[src/rtl/opmode_pkg.sv]
// Shared types and timing constants for the operation mode controller.
package opmode_pkg;

    typedef enum logic [1:0] {
        MODE_STANDBY = 2'd0,
        MODE_ACTIVE  = 2'd1,
        MODE_RSVD    = 2'd2,
        MODE_SPEED   = 2'd3
    } opmode_e;

    // LED half-periods counted in 50 ms steps
    localparam int HALF_STANDBY = 40;
    localparam int HALF_ACTIVE  = 20;
    localparam int HALF_SPEED   = 10;
    localparam int HALF_ERROR   = 1;
    localparam int HALF_W       = $clog2(HALF_STANDBY + 1);

    localparam logic [7:0] CTRL_RESET = 8'hE0;

endpackage

[src/rtl/opmode_watchdog.sv]
// Host-silence watchdog.
// Counts second ticks since the last host activity pulse. It raises
// timeout_o for one cycle, together with the tick that completes
// SILENCE_SECS silent seconds. Assumes ticks are single-cycle pulses.
module opmode_watchdog #(
    parameter int SILENCE_SECS = 3
) (
    input  logic clk,
    input  logic rst_n,
    input  logic sec_tick_i,
    input  logic host_act_i,
    output logic timeout_o
);
    localparam int CW = $clog2(SILENCE_SECS + 1);
    localparam logic [CW-1:0] LAST = CW'(SILENCE_SECS - 1);

    logic [CW-1:0] silent_q;

    // Count silent seconds; activity restarts the count.
    always_ff @(posedge clk) begin
        if (!rst_n) begin
            silent_q <= '0;
        end else if (host_act_i) begin
            silent_q <= '0;
        end else if (sec_tick_i) begin
            silent_q <= (silent_q == LAST) ? '0 : silent_q + 1'b1;
        end
    end

    assign timeout_o = sec_tick_i && !host_act_i && (silent_q == LAST);


    count_range_chk: assert property (@(posedge clk) disable iff (!rst_n)
        host_act_i |=> (silent_q == '0));

endmodule

[src/rtl/opmode_blinker.sv]
// LED blink generator.
// A prescaler produces a 50 ms step every TICK_CYCLES clocks. The blink
// output toggles after a number of steps chosen by the mode, or by the
// error flag, which takes precedence. Assumes TICK_CYCLES >= 2.
module opmode_blinker
    import opmode_pkg::*;
#(
    parameter int TICK_CYCLES = 5_000_000
) (
    input  logic    clk,
    input  logic    rst_n,
    input  opmode_e mode_i,
    input  logic    err_i,
    output logic    blink_o
);
    localparam int PW = $clog2(TICK_CYCLES);
    localparam logic [PW-1:0] PRE_LAST = PW'(TICK_CYCLES - 1);

    logic [PW-1:0]     pre_q;
    logic [HALF_W-1:0] half_q;
    logic [HALF_W-1:0] limit;
    logic              step;
    logic              blink_q;

    // Prescaler producing one step per 50 ms.
    always_ff @(posedge clk) begin
        if (!rst_n) pre_q <= '0;
        else        pre_q <= (pre_q == PRE_LAST) ? '0 : pre_q + 1'b1;
    end

    assign step = (pre_q == PRE_LAST);

    // Half-period selection: error first, then mode.
    always_comb begin
        if (err_i) begin
            limit = HALF_W'(HALF_ERROR);
        end else begin
            unique case (mode_i)
                MODE_ACTIVE: limit = HALF_W'(HALF_ACTIVE);
                MODE_SPEED:  limit = HALF_W'(HALF_SPEED);
                default:     limit = HALF_W'(HALF_STANDBY);
            endcase
        end
    end

    // Step counter and toggle.
    always_ff @(posedge clk) begin
        if (!rst_n) begin
            half_q  <= '0;
            blink_q <= 1'b0;
        end else if (step) begin
            if (half_q >= limit - 1'b1) begin
                half_q  <= '0;
                blink_q <= ~blink_q;
            end else begin
                half_q <= half_q + 1'b1;
            end
        end
    end

    assign blink_o = blink_q;


    toggle_on_step_chk: assert property (@(posedge clk) disable iff (!rst_n)
        !$stable(blink_q) |-> $past(step));

endmodule

[src/rtl/opmode_beat.sv]
// Heartbeat generator.
// Registers a one-cycle strobe after each second tick while enabled.
module opmode_beat (
    input  logic clk,
    input  logic rst_n,
    input  logic sec_tick_i,
    input  logic enable_i,
    output logic beat_o
);
    logic beat_q;

    // One strobe per enabled second tick.
    always_ff @(posedge clk) begin
        if (!rst_n) beat_q <= 1'b0;
        else        beat_q <= sec_tick_i && enable_i;
    end

    assign beat_o = beat_q;


    beat_after_tick_chk: assert property (@(posedge clk) disable iff (!rst_n)
        beat_q |-> $past(sec_tick_i));

endmodule

[src/rtl/opmode_ctrl.sv]
// Operation mode controller top.
// Holds the control register: mode field, dump trigger, mute, visual
// enable, LED-mode enable and heartbeat enable. It derives event gating,
// the LED, the heartbeat and the silence fallback from it. Assumes
// sec_tick_i and host_act_i are single-cycle pulses in the clk domain.
module opmode_ctrl
    import opmode_pkg::*;
#(
    parameter int TICK_CYCLES  = 5_000_000,
    parameter int SILENCE_SECS = 3
) (
    input  logic       clk,
    input  logic       rst_n,
    input  logic       wr_en_i,
    input  logic [7:0] wr_data_i,
    output logic [7:0] rd_data_o,
    input  logic       sec_tick_i,
    input  logic       host_act_i,
    input  logic       crit_err_i,
    output logic       event_en_o,
    output logic       reply_mute_o,
    output logic       dump_req_o,
    output logic       tx_flush_o,
    output logic       led_o,
    output logic       heartbeat_o
);
    opmode_e mode_q;
    logic    alive_q, opled_q, visual_q, mute_q;
    logic    dump_q, flush_q, err_q;
    logic    timeout, blink;

    opmode_watchdog #(.SILENCE_SECS(SILENCE_SECS)) u_wdog (
        .clk        (clk),
        .rst_n      (rst_n),
        .sec_tick_i (sec_tick_i),
        .host_act_i (host_act_i),
        .timeout_o  (timeout)
    );

    opmode_blinker #(.TICK_CYCLES(TICK_CYCLES)) u_blink (
        .clk     (clk),
        .rst_n   (rst_n),
        .mode_i  (mode_q),
        .err_i   (err_q),
        .blink_o (blink)
    );

    opmode_beat u_beat (
        .clk        (clk),
        .rst_n      (rst_n),
        .sec_tick_i (sec_tick_i),
        .enable_i   (alive_q && (mode_q == MODE_ACTIVE)),
        .beat_o     (heartbeat_o)
    );

    // Control register write; the silence timeout overrides the mode.
    always_ff @(posedge clk) begin
        if (!rst_n) begin
            alive_q  <= CTRL_RESET[7];
            opled_q  <= CTRL_RESET[6];
            visual_q <= CTRL_RESET[5];
            mute_q   <= CTRL_RESET[4];
            mode_q   <= MODE_STANDBY;
        end else begin
            if (wr_en_i) begin
                alive_q  <= wr_data_i[7];
                opled_q  <= wr_data_i[6];
                visual_q <= wr_data_i[5];
                mute_q   <= wr_data_i[4];
                if (wr_data_i[1:0] != MODE_RSVD) mode_q <= opmode_e'(wr_data_i[1:0]);
            end
            if (timeout) mode_q <= MODE_STANDBY;
        end
    end

    // Single-cycle dump and flush pulses, sticky error latch.
    always_ff @(posedge clk) begin
        if (!rst_n) begin
            dump_q  <= 1'b0;
            flush_q <= 1'b0;
            err_q   <= 1'b0;
        end else begin
            dump_q  <= wr_en_i && wr_data_i[3];
            flush_q <= timeout;
            err_q   <= err_q || crit_err_i;
        end
    end

    assign rd_data_o    = {alive_q, opled_q, visual_q, mute_q, 2'b00, mode_q};
    assign event_en_o   = (mode_q == MODE_ACTIVE);
    assign reply_mute_o = mute_q;
    assign dump_req_o   = dump_q;
    assign tx_flush_o   = flush_q;
    assign led_o        = visual_q && (opled_q || err_q) && blink;


    no_reserved_mode_chk: assert property (@(posedge clk) disable iff (!rst_n)
        mode_q != MODE_RSVD);


    dump_from_write_chk: assert property (@(posedge clk) disable iff (!rst_n)
        dump_q |-> $past(wr_en_i && wr_data_i[3]));


    err_sticky_chk: assert property (@(posedge clk) disable iff (!rst_n)
        err_q |=> err_q);


    flush_standby_chk: assert property (@(posedge clk) disable iff (!rst_n)
        flush_q |-> (mode_q == MODE_STANDBY));

endmodule

[config.mk]
export PLATFORM = sky130hd
export DESIGN_NAME = opmode_ctrl
export DESIGN_NICKNAME = d
export VERILOG_FILES = /design/src/rtl/opmode_pkg.sv /design/src/rtl/opmode_watchdog.sv /design/src/rtl/opmode_blinker.sv /design/src/rtl/opmode_beat.sv /design/src/rtl/opmode_ctrl.sv
export SDC_FILE = /design/constraint.sdc
export NUM_CORES = 1
export LEC_CHECK = 0
export ABC_CLOCK_PERIOD_IN_PS = 6200
export BUFFER_PORTS_ARGS = -buffer_cell sky130_fd_sc_hd__buf_2
export CAP_MARGIN = 30
export CORE_MARGIN = 2
export CORE_UTILIZATION = 50
export CTS_BUF_LIST = sky130_fd_sc_hd__clkbuf_2
export DETAILED_ROUTE_END_ITERATION = 10
export PLACE_DENSITY = 0.73
export SYNTH_ARGS = -nofsm -noshare
export SYNTH_HDL_FRONTEND = slang
export SYNTH_HIERARCHICAL = 1
export SYNTH_SLANG_ARGS = --single-unit
[constraint.sdc]
create_clock -name clk -period 6.2 [get_ports clk]
set_input_delay 0.93 -clock clk [delete_from_list [all_inputs] [get_ports clk]]
set_output_delay 0.93 -clock clk [all_outputs]
set_load 0.1 [all_outputs]
==> PnR_summary.wiki <==
{| class="wikitable"
! Metric !! Value
|-
| Fraction of registers with async set/reset || 0%
|-
| H-tree levels || 2
|-
| Number of distinct library cells after synthesis || 45
|-
| Netlist Area Pre-Place || 0.00205 mm2
|-
| Buffer depth of the longest clock path || 2
|-
| Count of input and output buffers || 24
|-
| Delay of the slowest cell on the worst path || 0.49 ns
|-
| Die Outline Area || 0.00463 mm2
|-
| Layout net count || 272
|-
| Number of synthesized flops with an enable pin || 0
|-
| Source-to-sink clock delay at the later pin of the worst-skew pair || 0.37 ns
|-
| Detailed placer's ending HPWL || 2570 um
|-
| Vias in the first global route || 1521
|-
| I/O pin total || 28
|-
| Final routed wire length divided by cell count || 11.7 um
|-
| Max VDD drop || 0.152 mV
|-
| Layout Cells excl Fill || 301
|-
| Max transition margin || 52.7%
|-
| Worst Skew || 0.0141 ns
|-
| Final Wtd Congestion || 0.794
|-
| Pin slew with the least headroom to its limit || 0.708 ns
|-
| Layout overhead on the synthesized area || 8.06%
|-
| Adder-cell share of the synthesized area || 4.88%
|-
| Number of buffers and inverters on the critical path || 1
|-
| Starting Density || 51.6%
|-
| Die outline width || 68.0 um
|-
| Unrepaired setup endpoints after global routing || no
|-
| Drc violations || 0
|-
| Final Core Density || 55.8%
|-
| Cell type with the highest aggregate area in the netlist || sky130_fd_sc_hd__dfxtp_1
|-
| Worst R2R Path Depth || 6
|-
| Post-Place Cells || 293
|-
| Startpoint of the most critical register-to-register path || u_blink/pre_q[0]
|-
| Pin count of the biggest net entering global routing || 28
|-
| Class of the tightest hold or removal check || flop to flop
|-
| Worst-case register-to-register setup slack || 3.82 ns
|-
| Layout cell share with drive strength beyond 1 || 17.5%
|-
| Initial antenna violation count || 0
|-
| Number of antenna diodes || 0
|-
| Min cycle time layout || 2.40 ns
|-
| Combinational family with the most area after synthesis || simple AND/OR/NAND/NOR gates
|-
| Final count of hold timing violations || 0
|-
| CTS buffer count || 5
|-
| Seq/Total Area, Yosys || 41.0%
|-
| Worst R2R End || u_blink/pre_q[5]
|-
| Required time at the worst-slack endpoint || 5.27 ns
|-
| Status || complete, no violations
|-
| Number of DRC markers after the initial detailed-route iteration || 45
|-
| Global route total overflow || 0
|-
| Hold-critical path endpoint || u_blink/pre_q[0]
|-
| Worst hold path startpoint || u_blink/pre_q[0]
|-
| Area contributors post-synth || sky130_fd_sc_hd__dfxtp_1 41%, sky130_fd_sc_hd__xnor2_1 5.6%, sky130_fd_sc_hd__nor2_1 5.1%
|-
| CORE AREA || 0.00397 mm2
|-
| Clock tree from TritonCTS || done
|-
| Setup CP Type || flop to output port
|-
| Area share of xor/xnor cells in the synthesized design || 8.97%
|-
| Synthesized flop and latch total || 42
|-
| Cell class contributing the biggest share of worst-path delay || flip-flops
|-
| Yosys warning total || 6
|-
| Die outline height || 68.0 um
|-
| Number of cells on the worst hold path || 1
|-
| Aggregate routed wire length || 3510 um
|-
| Crit. End Element || output port
|-
| TritonCTS sink count || 42
|-
| Tcrit/Tclk final || 38.7%
|-
| Synth Instances || 231
|-
| Global-route usage over all layers || 17.6%
|-
| Lkg Pwr || 0.851 nW
|-
| Register clock-pin slew on the reported worst setup and hold paths || 0.20 ns
|-
| Total count of max-transition violations in the final report || 0
|-
| Syn avg cell area || 8.87 um2
|-
| Detailed-route vias per instance || 5.33
|-
| Fraction of the mapped netlist area in compound gates || 5.74%
|-
| Highest attainable clock frequency || 0.416 GHz
|-
| Slowest stage cell on the critical path || sky130_fd_sc_hd__dfxtp_1
|-
| Total vias in the final route || 1603
|-
| Max Fanout on Critical Path || 8
|-
| Filler Cells Inserted || 405
|-
| First-pass GRT wire length || 6290 um
|-
| Post-CTS repair timing setup buffer count || 0
|-
| Root buf cell || sky130_fd_sc_hd__clkbuf_2
|-
| Cell area power density || 229 mW/mm2
|-
| Antenna viol nets, final || 0
|-
| Max-cap violation count || 0
|-
| CTS resizes || 0
|-
| Element type at the critical path start || flop
|-
| 1st-pass router iterations || 4
|-
| Quantity of hold-fixing buffers added after cts || 0
|-
| Total negative slack for setup checks || 0 ns
|-
| Cell row count || 23
|-
| Cells along the critical path || nor2b_1, buf_2
|-
| Launch point of the worst path || mode_q[0]
|-
| Number of setup violations in the final report || 0
|-
| Arr. time, crit path || 1.47 ns
|-
| Synth Flop Type || sky130_fd_sc_hd__dfxtp_1
|-
| Mux contribution to synthesized area || 1.95%
|-
| Fraction of synthesized cell area taken by the top area cell type || 41.0%
|-
| Simple-gate share of the synthesized area || 31.8%
|}
## worst max-delay path by stage
| stage | to | slack [ns] | cells after the start |
|---|---|---|---|
| after floorplan | event_en_o | 2.79 | 1 |
| after detailed placement | u_blink/pre_q[5] | 3.80 | 6 |
| after global routing | u_blink/pre_q[15] | 3.63 | 6 |
| after CTS | event_en_o | 3.76 | 2 |
| after global placement | u_blink/pre_q[17] | 3.85 | 6 |
| final | event_en_o | 3.80 | 2 |
## power breakdown
part	total, mW	switching [mW]	internal [mW]	leakage [nW]
Combinational	0.0693	0.0504	0.0189	0.470
Clock	0.154	0.0837	0.0699	0.0392
Sequential	0.285	0.00711	0.278	0.341
Total	0.508	0.141	0.366	0.851
## Yosys cell counts (all sizes together) (4+ instances only)
cell type	n
a21oi	6
and3	7
buf	11
dfxtp	42
ha	8
inv	6
mux2i	4
nand2	17
nand2b	6
nand3	16
nand3b	5
nand4	8
nor2	28
nor3	7
nor4	4
or2	5
xnor2	13
xor2	8
## placed cells by master, fill, tap and decap left out, drive strengths merged, types with 5 or more instances in the layout
master  synthesis  final
inv             6      6
xor2            8      8
nand4           8      8
nand2          17     17
nand2b          6      6
a21oi           6      6
buf            11     24
and3            7      7
clkbuf          2      6
dfxtp          42     42
nor2           28     28
or2             5      5
ha              8      8
nand3b          5      5
xnor2          13     13
nor3            7      7
nand3          16     16
## flip-flops by register name, summed over array words and instances (netlist names)
register / cells
u_blink/pre_q: 23
u_blink/half_q: 6
mode_q: 2
u_wdog/silent_q: 2
alive_q: 1
dump_req_o: 1
err_q: 1
opled_q: 1
reply_mute_o: 1
tx_flush_o: 1
u_beat/beat_o: 1
u_blink/blink_o: 1
visual_q: 1
## metal layers
metal  vias up  share of wire [%]  global-route usage [%]
met5         -                  0                       0
met4         0               0.97                    5.75
met3         5                4.6                    4.28
met2        31                 44                    28.6
met1       736                 50                    22.9
li1        831                  -                       -
## cells by family after synthesis
family | Yosys count
and+or+nand+nor | 118
DFF | 42
xor gates and xnor gates | 21
buffers and inverters | 19
AOI/OAI and AO/OA | 18
adders and majority gates | 8
muxes | 4
other | 1
## layout make-up
class                      instances  area (um2)  share of cell area (%)
inverter                           6        22.5                    1.02
clock buffer                       6        30.0                    1.36
clock inverter                     2        37.5                    1.69
timing repair buffer              24         120                    5.42
sequential                        42         841                    38.0
tap                               50        62.6                    2.82
multi-input combinational        171        1100                    49.7
## per-stage QoR
| step | hold slack [ns] | setup slack, ns | cell area, um2 | power [mW] |
|---|---|---|---|---|
| after floorplan | 0.430 | 2.79 | 2050 | 0.350 |
| after global placement | 0.442 | 3.85 | 2150 | 0.359 |
| after detailed placement | 0.456 | 3.80 | 2150 | 0.360 |
| after CTS | 0.494 | 3.76 | 2210 | 0.516 |
| after global routing | 0.514 | 3.63 | 2210 | 0.533 |
| final | 0.491 | 3.80 | 2210 | 0.508 |
Power figures use the tool's default switching activity.
